### src/rtl/rc_pkg.sv
package rc_pkg;
  // Next-state operation chosen for the counter register, in priority order.
  typedef enum logic [1:0] {
    RC_HOLD  = 2'd0,
    RC_INC   = 2'd1,
    RC_LOAD  = 2'd2,
    RC_CLEAR = 2'd3
  } rc_op_e;
endpackage

### src/rtl/rc_op_select.sv
module rc_op_select
  import rc_pkg::*;
(
  input  logic   clr,
  input  logic   ld,
  input  logic   cnt,
  output rc_op_e op
);
  // Clear beats load, load beats increment, and increment beats hold.
  always_comb begin
    if (clr)      op = RC_CLEAR;
    else if (ld)  op = RC_LOAD;
    else if (cnt) op = RC_INC;
    else          op = RC_HOLD;
  end
endmodule

### src/rtl/rc_core.sv
module rc_core
  import rc_pkg::*;
#(
  parameter int W = 4
) (
  input  logic         clk,
  input  logic         clr,
  input  logic         ld,
  input  logic         cnt,
  input  logic [W-1:0] d,
  output logic [W-1:0] q,
  output logic         tc
);
  localparam logic [W-1:0] ALL_ONES = {W{1'b1}};

  rc_op_e op;

  rc_op_select u_sel (
    .clr (clr),
    .ld  (ld),
    .cnt (cnt),
    .op  (op)
  );

  always_ff @(posedge clk) begin
    case (op)
      RC_CLEAR: q <= '0;
      RC_LOAD:  q <= d;
      RC_INC:   q <= q + 1'b1;
      default:  q <= q;
    endcase
  end

  assign tc = cnt && (q == ALL_ONES);

  AST_CLR_ZERO: assert property (@(posedge clk) disable iff (clr)
    $past(clr) |-> (q == '0)) else $error("clear did not zero");
  AST_INCREMENT: assert property (@(posedge clk) disable iff (clr)
    ($past(cnt) && !$past(ld) && !$past(clr)) |-> (q == W'($past(q) + 1'b1)))
    else $error("bad increment");
  AST_HOLD_IDLE: assert property (@(posedge clk) disable iff (clr)
    (!$past(cnt) && !$past(ld) && !$past(clr)) |-> $stable(q))
    else $error("count moved while idle");
endmodule

### src/rtl/rc_wrap_decode.sv
module rc_wrap_decode #(
  parameter int W  = 4,
  parameter int LO = 5,
  parameter int HI = 11
) (
  input  logic         cnt,
  input  logic [W-1:0] q,
  output logic         ld,
  output logic [W-1:0] d
);
  localparam logic [W-1:0] LO_V = W'(LO);
  localparam logic [W-1:0] HI_V = W'(HI);

  // A load happens only when counting is enabled and the end value is present.
  assign ld = cnt && (q == HI_V);
  assign d  = LO_V;
endmodule

### src/rtl/range_counter.sv
module range_counter #(
  parameter int W  = 4,
  parameter int LO = 5,
  parameter int HI = 11
) (
  input  logic         clk,
  input  logic         clr,
  input  logic         cnt_en,
  output logic [W-1:0] count,
  output logic         term_cnt
);
  localparam int MAXV = (1 << W) - 1;
  localparam logic [W-1:0] LO_V = W'(LO);
  localparam logic [W-1:0] HI_V = W'(HI);

  generate
    if (!(LO >= 0 && LO < HI && HI <= MAXV)) begin : g_bad_bounds
      $error("range_counter: bounds must satisfy 0 <= LO < HI <= 2**W-1");
    end
  endgenerate

  logic         ld;
  logic [W-1:0] d;

  rc_wrap_decode #(.W(W), .LO(LO), .HI(HI)) u_dec (
    .cnt (cnt_en),
    .q   (count),
    .ld  (ld),
    .d   (d)
  );

  rc_core #(.W(W)) u_core (
    .clk (clk),
    .clr (clr),
    .ld  (ld),
    .cnt (cnt_en),
    .d   (d),
    .q   (count),
    .tc  (term_cnt)
  );

  AST_WRAP_TO_LO: assert property (@(posedge clk) disable iff (clr)
    (cnt_en && count == HI_V) |=> (count == LO_V)) else $error("no wrap");
  AST_NEVER_ABOVE_HI: assert property (@(posedge clk) disable iff (clr)
    $past(clr) || (count <= HI_V) || ($past(count) <= HI_V && count <= HI_V))
    else $error("count above end");
  AST_HOLD_AT_END: assert property (@(posedge clk) disable iff (clr)
    (!cnt_en && count == HI_V) |=> (count == HI_V)) else $error("moved at end");
  AST_TC_AT_MAX: assert property (@(posedge clk) disable iff (clr)
    term_cnt |-> (count == W'(MAXV) && cnt_en)) else $error("stray tc");
endmodule

### config.mk
export PLATFORM = sky130hd
export DESIGN_NAME = range_counter
export DESIGN_NICKNAME = d
export VERILOG_FILES = /design/src/rtl/rc_pkg.sv /design/src/rtl/rc_op_select.sv /design/src/rtl/rc_core.sv /design/src/rtl/rc_wrap_decode.sv /design/src/rtl/range_counter.sv
export SDC_FILE = /design/constraint.sdc
export NUM_CORES = 1
export LEC_CHECK = 0
export CORE_AREA = 2 2 39 41
export CTS_CLUSTER_SIZE = 30
export DETAILED_ROUTE_END_ITERATION = 7
export DIE_AREA = 0 0 41 43
export GPL_ROUTABILITY_DRIVEN = 0
export REMOVE_ABC_BUFFERS = 1
export SYNTH_ARGS = -nofsm -noshare
export SYNTH_HDL_FRONTEND = slang
export SYNTH_SLANG_ARGS = --single-unit
export TNS_END_PERCENT = 1
### constraint.sdc
create_clock -name clk -period 1.05 [get_ports clk]
set_input_delay 0.21 -clock clk [delete_from_list [all_inputs] [get_ports clk]]
set_output_delay 0.21 -clock clk [all_outputs]
set_load 0.05 [all_outputs]
==> Word level (Yosys, flattened, before mapping) <==
Index checks and enable logic that the tools add are counted.
{ "classes": {"addsub": 1, "n_eq_ne": 5, "n_mux": 4, "reduce_logical": 3} }
{ "ops": {"columns": ["cell", "n"], "rows": [
  ["4-bit one-hot mux with 3 select lines", 1],
  ["4-bit == test, second input constant", 2],
  ["4-bit by 1-bit adder with 4-bit output, second input constant", 1],
  ["2-bit == test, second input constant", 2],
  ["2-bit two-way mux", 2],
  ["3-bit nonzero test", 1],
  ["2-bit by 1-bit == test with 1-bit output, second input constant", 1],
  ["1-bit logical AND", 2],
  ["1-bit two-way mux", 1]
]} }
{ "totals": {"register_bits": 4, "in_bits": 3, "output_inout_bits": 5, "word_cells": 14} }

==> Depth between registers and ports, before layout <==
Gate-level depths: netlist (run 1).
{ "depth": {"ltp_word": 6, "depth_mapped": 4, "ltp_nobuf": 4} }

==> Hierarchy <==
From an unflattened synthesis (run 1), not the netlist that was laid out.
{ "hier_totals": {"hier_cells": 36, "hier_area_um2": 349.1} }
{ "by_module_without_submodules": {"columns": ["module", "instances", "cells_each", "area_each_um2", "seq_area_each_um2"], "rows": [
  ["rc_core", 1, 25, 276.5, 120.1],
  ["rc_wrap_decode", 1, 8, 55.1, 0.0],
  ["rc_op_select", 1, 3, 17.5, 0.0]
]} }

==> Worst setup path after synthesis (run 1) <==
Ideal clock, no wire load.
{ "synth_timing": {"kind": "reg-to-output", "startpoint": "register u_core.q[0]", "endpoint": "output port term_cnt", "arrival_ns": 1.369, "path_slack_ns": -0.529, "path_stages_with_launch": 3, "path_buffers": 0, "path_cell_list": "edfxtp_1 > ha_1 > and4_2"} }
{ "synth_between": {"elab_chain_len": 2} }
{ "synth_rtl": {"columns": ["item", "line_no", "source"], "rows": [
  ["start, declared", "rc_core.sv:11", "output logic [W-1:0] q,"],
  ["start signal, assigned", "rc_core.sv:29", "RC_INC: q <= q + 1'b1;"],
  ["start signal, assigned", "rc_core.sv:30", "default: q <= q;"],
  ["4-bit == test", "rc_core.sv:34", "assign tc = cnt && (q == ALL_ONES);"],
  ["1-bit logical AND", "rc_core.sv:34", null],
  ["end, declared", "range_counter.sv:10", "output logic term_cnt"]
]} }
No other way between the ends.

==> Worst setup path after layout (run 1) <==
{ "layout_timing": {"startpoint": "input port cnt_en", "endpoint": "output port term_cnt"} }
{ "layout_between": {"elab_chain_len": 1} }
{ "layout_rtl": {"columns": ["item", "line_no", "source"], "rows": [
  ["start, declared", "range_counter.sv:8", "input logic cnt_en,"],
  ["1-bit logical AND", "rc_core.sv:34", null]
]} }
No other way between the ends.

==> run_results.csv, run 1 <==
group,metric,value,unit
status,status,"complete, but fails checks",
status,violations,"negative setup slack",
critical_path,worst_ep_arrival_time,1.11,ns
critical_path,worstRegToRegCells,5,
critical_path,startpoint,"cnt_en",
drt,route.vias.total,207,
cts,cts_tree,"built",
floorplan,std_cell_rows,14,
drt,drt_iter0_markers,2,
floorplan,coreArea,0.001384,sq mm
sta,layout_skew,0.001395,ns
cts,clock_sinks,4,
yosys,post_synth_top_area_cell,"edfxtp_1",
grt,grt_pass1_wl,745,um
sta,period_needed,1.325,ns
critical_path,worstReg2RegEnd,"u_core.q[3]",
grt,grt.total_usage,0.06344,
cts,cts_buffers,3,
pwr,seq_power_share,0.360,
placed_design,place_worst_setup_slack,-0.2885,ns
grt,antenna_found_initial,0,
sta,grt_setup_unrepaired,"yes",
sta,max_freq,0.7550,GHz
critical_path,worst_ep_required_time,0.84,ns
critical_path,worstSetupPathType,"in -> out",
cts,clock_latency,0.23,ns
floorplan,die-width,41,um
cts,worst_setup_hold_path_clk_slew,0.03,ns
grt,first_global_vias,222,
sta,worst_slack,-0.2746,ns
drt,remaining_drc_errors,0,
critical_path,r2r_setup_slack,-0.17,ns
pwr,peak_supply_drop,0.4449,mV
final_layout,largest_register_ffs,4,
drt,detail-route-antenna-nets,0,
placed_design,port_buffers,7,
yosys,synth_cell_type_count,14,
cts,postCtsHoldBufs,0,
critical_path,cp-start-kind,"input pin",
drt,route.final.wire_length,401,um
final_layout,finalCoreUtilization,0.3291,
floorplan,total_die_area,0.001763,sq mm
pwr,power_switching_share,0.2561,
sta,final-setup-viol-count,9,
floorplan,initial_utilization,0.1600,
final_layout,area.growth.synth_to_final,105.7,%
pwr,pwr-share-comb,0.318,
floorplan,die_h,43,um
yosys,synth_top_cell_area_share,0.5424,
sta,timing_worst_slew_pin_value,0.1551,ns
final_layout,layout-drive-gt1-share,0.5429,
final_layout,fin_nets,41,
yosys,yosys_warnings,0,
critical_path,cp_max_fo,4,
yosys,post_synth.cell_area_avg,12.30,sq um
critical_path,worst_r2r_startpoint,"u_core.q[1]",
min_path,min_from,"u_core.q[0]",
sta,timing.final.crit_share,1.261,
pwr,p_leak,0.1833,nW
final_layout,largest_register,"u_core.q",
floorplan,num_io_pins,8,
cts,cts.htree.levels,1,
yosys,post_synth_inst_count,18,
drt,wl_per_cell,7.863,um
pwr,pwr_density_cell,1221,mW/mm^2
final_layout,insertedDiodeCount,0,
final_layout,layout.filler_cells,137,
sta,timing.slew.headroom,0.8966,
sta,report.final.hold_viol_count,0,
cts,cts-root-buf,"clkbuf_4",
grt,grt_remaining_overflow,0,
yosys,synth.ff_latch_count,4,
yosys,synth_area,221.5,sq um
yosys,ys_top_cells_by_area,"edfxtp_1 (54%), ha_1 (5.6%), a21oi_1 (4.5%), and4_2 (4.5%), and4b_1 (4.5%)",
pwr,power.clock.fraction,0.321,
min_path,hold_end,"u_core.q[0]",
grt,grt_max_degree,7,
drt,avgViaCountPerCell,4.059,
cts,clockBufferDepth,2,
min_path,worstHoldPathCells,2,
pwr,p_sw,0.1424,mW
critical_path,timing.critical_path.to_type,"output pin",
pwr,internal_power,0.4136,mW
drt,dr.pass1.iters,4,
job,max_cap_violations,0,
yosys,seq_area_frac_synth,0.5424,
sta,timing_max_transition_violations_final,0,
final_layout,reg.largest.list,"u_core.q x4",
min_path,class_of_the_most_critical_hold_timing_path,"reg -> reg",
-- power by group through the flow --
stage                     clock network [mW]  logic, mW  registers (mW)
after detailed placement                   0      0.163           0.203
after floorplan                            0     0.0247           0.249
after global placement                     0      0.163           0.203
after CTS                              0.190      0.178           0.201
after global routing                   0.198      0.187           0.203
final                                  0.179      0.177           0.200
-- final cells by class --
| cell class | instances | area (sq um) | share of cell area |
|---|---|---|---|
| clock buffer | 3 | 22.52 | 0.04945 |
| sequential | 4 | 120.1 | 0.2637 |
| timing repair buffer | 14 | 180.2 | 0.3956 |
| multi-input combinational | 14 | 112.6 | 0.2473 |
| tap | 16 | 20.02 | 0.04396 |
-- cells in the mapped netlist --
cell type and instances:
ha_1 1, nand2b_1 1, and4b_1 1, nand3b_1 1, nand2_1 1, nor3b_1 1
and4_2 1, edfxtp_1 4, a21oi_1 2, a31oi_1 1, nor2_1 1, nand4b_1 1
xnor2_1 1, or2_2 1
-- through the flow --
stage	hold slack [ns]	total power [mW]	area [sq um]	cells	TNS, ns
CTS	0.7396	0.5681	452.9	51	-1.391
finish	0.7244	0.5559	455.4	51	-1.257
detailed placement	0.6959	0.3665	399.1	46	-1.719
global route	0.7607	0.5882	455.4	51	-1.819
floorplan	0.4622	0.2739	221.5	18	-2.181
global placement	0.6640	0.3658	399.1	46	-1.701
-- worst max path at each step --
stage | endpoint | slack (ns) | cells past startpoint
3_5_place_dp | term_cnt | -0.29 | 3
2_1_floorplan | term_cnt | -0.53 | 2
6_report | term_cnt | -0.27 | 3
5_1_grt | term_cnt | -0.32 | 3
3_3_place_gp | term_cnt | -0.29 | 3
4_1_cts | term_cnt | -0.27 | 3
-- timing repair --
action	4_1_cts	5_1_grt
setup endpoints to repair	9	13
pin swaps	2	1
setup buffers	2	0
gates cloned	0	0
resized for setup	5	1
-- cells in the final DEF, fill, tap and decap left out, types with 2 or more instances in the layout --
master | synthesis | routed
a21oi_1 | 2 | 2
buf_12 | 0 | 5
buf_4 | 0 | 5
clkbuf_4 | 0 | 3
edfxtp_1 | 4 | 4
clkdlybuf4s50_1 | 0 | 2
buf_6 | 0 | 2
-- kinds of logic after synthesis --
kind of cell | share of synthesized area
flops | 0.5424
xor+xnor | 0.03956
compound gates | 0.07347
fa+ha+maj | 0.05649
simple gates | 0.2882
-- critical path: stages --
cell and delay [ns]:
clkdlybuf4s50_1 0.52, and4_4 0.25, buf_12 0.13
-- routing by layer --
layer  part of all wire  global-route usage  vias up  routed length [um]
li1                   -                   -      106                   -
met1               0.42             0.06818       93                 170
met2               0.51             0.09375        8                 206
met3              0.060             0.01571        0                  24
met4                  0             0.06000        0                   0
met5                  0                   0        -                   0
(Power assumes the default switching activity.)
==> run 2, diff against run 1 <==
GPL_TIMING_DRIVEN = 0   (was unset)
SLEW_MARGIN = 40   (was unset)
==> run 2 against run 1 <==
Effect of this change:
- the flow still finishes with violations (negative setup slack)
- clock power up 4%
- power shrank 5.5%
- hold slack improved by 0.0098 ns
- maximum frequency fell by 3.9%
- sequential share of layout area increased by 3.8 points
- die area did not move
- count of clock-buffer cells in the layout did not move
- final cell count shrank 2.0%
- flip-flop and latch count unchanged
- register-to-register slack worse by 0.08 ns
- routed wire length grew 36%
- critical endpoint unchanged
- largest cell class is now multi-input gates
- highest routed layer is now met4
==> run_results.csv, run 2 (synthesized netlist as in run 1, its figures left out) <==
group,metric,value,unit
status,status,"complete, but fails checks",
status,violations,"negative setup slack",
sta,report.final.hold_viol_count,0,
sta,whs,0.7341,ns
floorplan,die-width,41,um
pwr,pwr_density_cell,1321,mW/mm^2
final_layout,area.growth.synth_to_final,79.66,%
critical_path,slowest_stage,"edfxtp_1",
floorplan,std_cell_rows,14,
grt,grt_busiest_layer,"met2",
final_layout,reg.largest.list,"u_core.q x4",
final_layout,layout_commonest_cell,"buf_4",
floorplan,initial_utilization,0.1600,
critical_path,cp_max_fo,3,
pwr,internal_power,0.3769,mW
pwr,peak_supply_drop,0.2993,mV
cts,cts_tree,"built",
final_layout,fin_nets,40,
grt,grt_pass1_wl,938,um
sta,max_freq,0.7258,GHz
drt,avgViaCountPerCell,4.140,
sta,timing_max_transition_violations_final,0,
cts,clock_latency,0.23,ns
sta,worst_slack,-0.3279,ns
floorplan,num_io_pins,8,
drt,detail-route-antenna-nets,0,
critical_path,cp-start-kind,"register",
critical_path,path_delay_family,"flip-flops",
final_layout,finalCoreUtilization,0.2875,
grt,grt_max_degree,8,
drt,wl_per_cell,10.94,um
drt,drt_iter0_markers,3,
min_path,class_of_the_most_critical_hold_timing_path,"in -> reg",
placed_design,port_buffers,7,
pwr,p_sw,0.1486,mW
critical_path,worstPathCellList,"ha_4 -> and4_4 -> buf_8",
grt,first_global_vias,248,
grt,grt.total_usage,0.08569,
floorplan,die_h,43,um
floorplan,total_die_area,0.001763,sq mm
cts,worst_setup_hold_path_clk_slew,0.04,ns
critical_path,worst_setup_path_endpoint,"term_cnt",
critical_path,r2r_setup_slack,-0.25,ns
final_layout,largest_register,"u_core.q",
cts,clockBufferDepth,2,
job,max_cap_violations,0,
floorplan,coreArea,0.001384,sq mm
critical_path,worstReg2RegEnd,"u_core.q[3]",
drt,route.vias.total,207,
cts,cts_buffers,3,
final_layout,insertedDiodeCount,0,
sta,timing.slew.headroom,0.8154,
grt,gr-usage-met1,0.08469,
sta,period_needed,1.378,ns
final_layout,layout-drive-gt1-share,0.5294,
drt,route.final.wire_length,547,um
pwr,p_leak,0.1590,nW
critical_path,path_depth,3,
drt,remaining_drc_errors,0,
grt,groute.layer.met2.usage,0.1188,
grt,use_met3,0.03141,
drt,dr.pass1.iters,4,
cts,cts-root-buf,"clkbuf_4",
critical_path,worst_r2r_startpoint,"u_core.q[0]",
final_layout,layout.cells.most_common_list,"buf_4 (6), edfxtp_1 (4), clkbuf_4 (3)",
pwr,seq_power_share,0.401,
cts,clock_sinks,4,
pwr,power_switching_share,0.2828,
critical_path,timing.critical_path.to_type,"output pin",
grt,grt_remaining_overflow,0,
critical_path,worst_ep_arrival_time,1.17,ns
sta,timing.final.crit_share,1.312,
pwr,power.clock.fraction,0.355,
sta,layout_skew,0.0009052,ns
sta,grt_setup_unrepaired,"yes",
grt,antenna_found_initial,0,
critical_path,cp.buffers_inverters,1,
cts,cts.htree.levels,1,
pwr,pwr-share-comb,0.244,
critical_path,worst_ep_required_time,0.84,ns
sta,timing_worst_slew_pin_value,0.2783,ns
sta,final-setup-viol-count,9,
critical_path,startpoint,"u_core.q[0]",
critical_path,worstRegToRegCells,5,
critical_path,crit_path_max_incr_delay,0.45,ns
critical_path,worstSetupPathType,"reg -> out",
final_layout,largest_register_ffs,4,
run 2: cell count changes in the layout (fill, tap and decap cells not counted):
cell	change
buf_12	-5
buf_2	+2
buf_4	+1
buf_6	-2
buf_8	+1
clkdlybuf4s15_2	+2
ha_2	-1
ha_4	+1
run 2: per-layer routing:
metal / vias up / part of all wire
li1: 103 / -
met1: 90 / 0.39
met2: 10 / 0.48
met3: 4 / 0.077
met4: 0 / 0.049
met5: - / 0
run 2: repair_timing:
action                     CTS  global route
setup endpoints to repair    9             9
hold buffers                 0             0
pin swaps                    3             1
gates resized for setup     24             5
setup buffers                4             2
hold endpoints to repair     0             0
run 2: power groups by stage:
stage / combinational [mW] / clock, mW / sequential, mW
global route: 0.138 / 0.200 / 0.213
floorplan: 0.0247 / 0 / 0.249
global placement: 0.104 / 0 / 0.209
detailed placement: 0.103 / 0 / 0.209
CTS: 0.121 / 0.193 / 0.208
finish: 0.128 / 0.187 / 0.211
run 2: final cells by class:
| cell class | instances | area, sq um |
|---|---|---|
| Clock buffer | 3 | 22.52 |
| Fill cell | 158 | 985.9 |
| Multi-Input combinational cell | 14 | 122.6 |
| Sequential cell | 4 | 120.1 |
| Tap cell | 16 | 20.02 |
| Timing Repair Buffer | 13 | 112.6 |
run 2: worst min-delay path by stage:
stage | from | end | slack, ns | cells past startpoint
floorplan | clr | u_core.q[0] | 0.46 | 1
global placement | u_core.q[0] | u_core.q[0] | 0.66 | 1
detailed placement | u_core.q[0] | u_core.q[0] | 0.66 | 1
CTS | u_core.q[2] | u_core.q[2] | 0.73 | 2
global route | clr | u_core.q[2] | 0.77 | 2
finish | clr | u_core.q[2] | 0.73 | 2
run 2: per-stage QoR:
stage          instances  setup TNS (ns)  setup slack (ns)  power, mW  area, sq um
2_1_floorplan         18          -2.181           -0.5291     0.2739        221.5
3_3_place_gp          41          -4.059           -0.9005     0.3127        311.5
3_5_place_dp          41          -4.025           -0.9053     0.3122        311.5
4_1_cts               48          -2.065           -0.3221     0.5223        390.4
5_1_grt               50          -2.404           -0.3677     0.5515        397.9
6_report              50          -1.940           -0.3279     0.5256        397.9
==> run 3, diff against run 2 <==
TNS_END_PERCENT = unset   (was 1)
==> run 3 against run 2 <==
Effect of this change:
- the run still ends with negative setup slack left
- die area stayed put
- non-clock buffer count grew 4
- power grew 9.3%
- first-iteration DRC count unchanged
- via count increased by 16%
- clock skew is 0.0016 ns higher
- highest routed layer unchanged
- critical path depth stayed put
- worst setup slack better by 0.023 ns
- final area up 15%
- utilization is 4.4 points higher
- global-route usage up 2.2 points
==> run_results.csv, run 3 (synthesized netlist as in run 1, its figures left out) <==
group,metric,value,unit
critical_path,r2r_setup_slack,-0.20,ns
pwr,p_leak,0.1911,nW
drt,detail-route-antenna-nets,0,
min_path,class_of_the_most_critical_hold_timing_path,"in -> reg",
final_layout,layout-drive-gt1-share,0.6316,
grt,grt_busiest_layer,"met2",
critical_path,timing.critical_path.to_type,"output pin",
min_path,min_from,"clr",
critical_path,worst_setup_path_endpoint,"term_cnt",
drt,drt_iter0_markers,3,
sta,timing_worst_slew_pin_value,0.1728,ns
final_layout,largest_register_ffs,4,
job,max_cap_violations,0,
grt,gr-usage-met1,0.09477,
floorplan,die-width,41,um
drt,wl_per_cell,12.91,um
cts,clock_sinks,4,
sta,grt_setup_unrepaired,"yes",
grt,first_global_vias,284,
sta,period_needed,1.354,ns
sta,final-setup-viol-count,9,
grt,grt_remaining_overflow,0,
final_layout,largest_register,"u_core.q",
critical_path,cp-start-kind,"register",
sta,report.final.hold_viol_count,0,
grt,grt_pass1_wl,1179,um
cts,clock_latency,0.24,ns
pwr,pwr_density_cell,1251,mW/mm^2
floorplan,die_h,43,um
critical_path,worst_r2r_startpoint,"u_core.q[1]",
final_layout,layout_commonest_cell,"buf_4",
final_layout,finalCoreUtilization,0.3318,
placed_design,place_worst_setup_slack,-0.9053,ns
grt,use_met3,0.03141,
min_path,worstHoldPathCells,2,
cts,clockBufferDepth,2,
critical_path,worst_ep_required_time,0.84,ns
placed_design,port_buffers,7,
critical_path,worstSetupPathType,"reg -> out",
status,status,"complete, but fails checks",
sta,layout_skew,0.002519,ns
grt,grt.total_usage,0.1080,
cts,cts_tree,"built",
drt,dr.pass1.iters,2,
grt,groute.layer.met2.usage,0.1781,
final_layout,fin_nets,44,
floorplan,std_cell_rows,14,
sta,worst_slack,-0.3044,ns
final_layout,layout.cells.most_common_list,"buf_4 (9), buf_6 (4), edfxtp_1 (4), clkbuf_4 (3)",
status,violations,"negative setup slack",
drt,route.vias.total,240,
floorplan,coreArea,0.001384,sq mm
critical_path,cp_max_fo,2,
grt,grt_max_degree,6,
floorplan,total_die_area,0.001763,sq mm
critical_path,startpoint,"u_core.q[1]",
cts,cts_buffers,3,
final_layout,area.growth.synth_to_final,107.3,%
sta,timing.slew.headroom,0.8842,
pwr,peak_supply_drop,0.3206,mV
cts,cts-root-buf,"clkbuf_4",
sta,timing_max_transition_violations_final,0,
critical_path,worstRegToRegCells,4,
drt,avgViaCountPerCell,4.444,
final_layout,reg.largest.list,"u_core.q x4",
cts,worst_setup_hold_path_clk_slew,0.04,ns
cts,cts.htree.levels,1,
critical_path,worstReg2RegEnd,"u_core.q[1]",
sta,max_freq,0.7383,GHz
floorplan,num_io_pins,8,
final_layout,insertedDiodeCount,0,
sta,timing.final.crit_share,1.290,
grt,antenna_found_initial,0,
floorplan,initial_utilization,0.1600,
drt,route.final.wire_length,697,um
drt,remaining_drc_errors,0,
critical_path,worst_ep_arrival_time,1.14,ns
-- run 3: metrics by stage --
step	area, sq um	power, mW	std cells	setup TNS (ns)	hold WS [ns]
4_1_cts	455.4	0.5670	54	-1.361	0.7288
6_report	459.2	0.5743	54	-1.514	0.7268
5_1_grt	459.2	0.5969	54	-1.879	0.7663
3_5_place_dp	311.5	0.3122	41	-4.025	0.6571
3_3_place_gp	311.5	0.3127	41	-4.059	0.6589
2_1_floorplan	221.5	0.2739	18	-2.181	0.4622
-- run 3: worst min-delay path by stage --
stage / to / slack [ns]
2_1_floorplan: u_core.q[0] / 0.46
3_3_place_gp: u_core.q[0] / 0.66
3_5_place_dp: u_core.q[0] / 0.66
4_1_cts: u_core.q[2] / 0.73
5_1_grt: u_core.q[2] / 0.77
6_report: u_core.q[2] / 0.73
-- run 3: what timing repair did --
item / in CTS / in global routing
endpoints found under the setup margin: 9 / 9
hold buffers: 0 / 0
buffers inserted: 10 / 0
gates resized for setup: 44 / 1
pin swaps: 7 / 1
-- run 3: layout make-up --
type                    count  area (sq um)
flip-flops and latches      4         120.1
repair buffers             17         162.7
well taps                  16         20.02
multi-input cells          14         133.9
fillers                   147         924.6
clock buffers               3         22.52
-- run 3: critical path, stage by stage (launching register included) --
cell and delay [ns]:
edfxtp_1 0.43, ha_4 0.19, and4_4 0.14, buf_8 0.14
-- run 3: routing by layer --
layer	wire [um]	share of wire
met1	239	0.34
met5	0	0
met3	42	0.060
met4	27	0.039
met2	387	0.56
-- run 3: report_power, final --
group / internal, mW / total, mW / switching, mW
sequential: 0.192 / 0.204 / 0.0125
clock: 0.128 / 0.189 / 0.0613
combinational: 0.0906 / 0.181 / 0.0906
total: 0.410 / 0.574 / 0.164
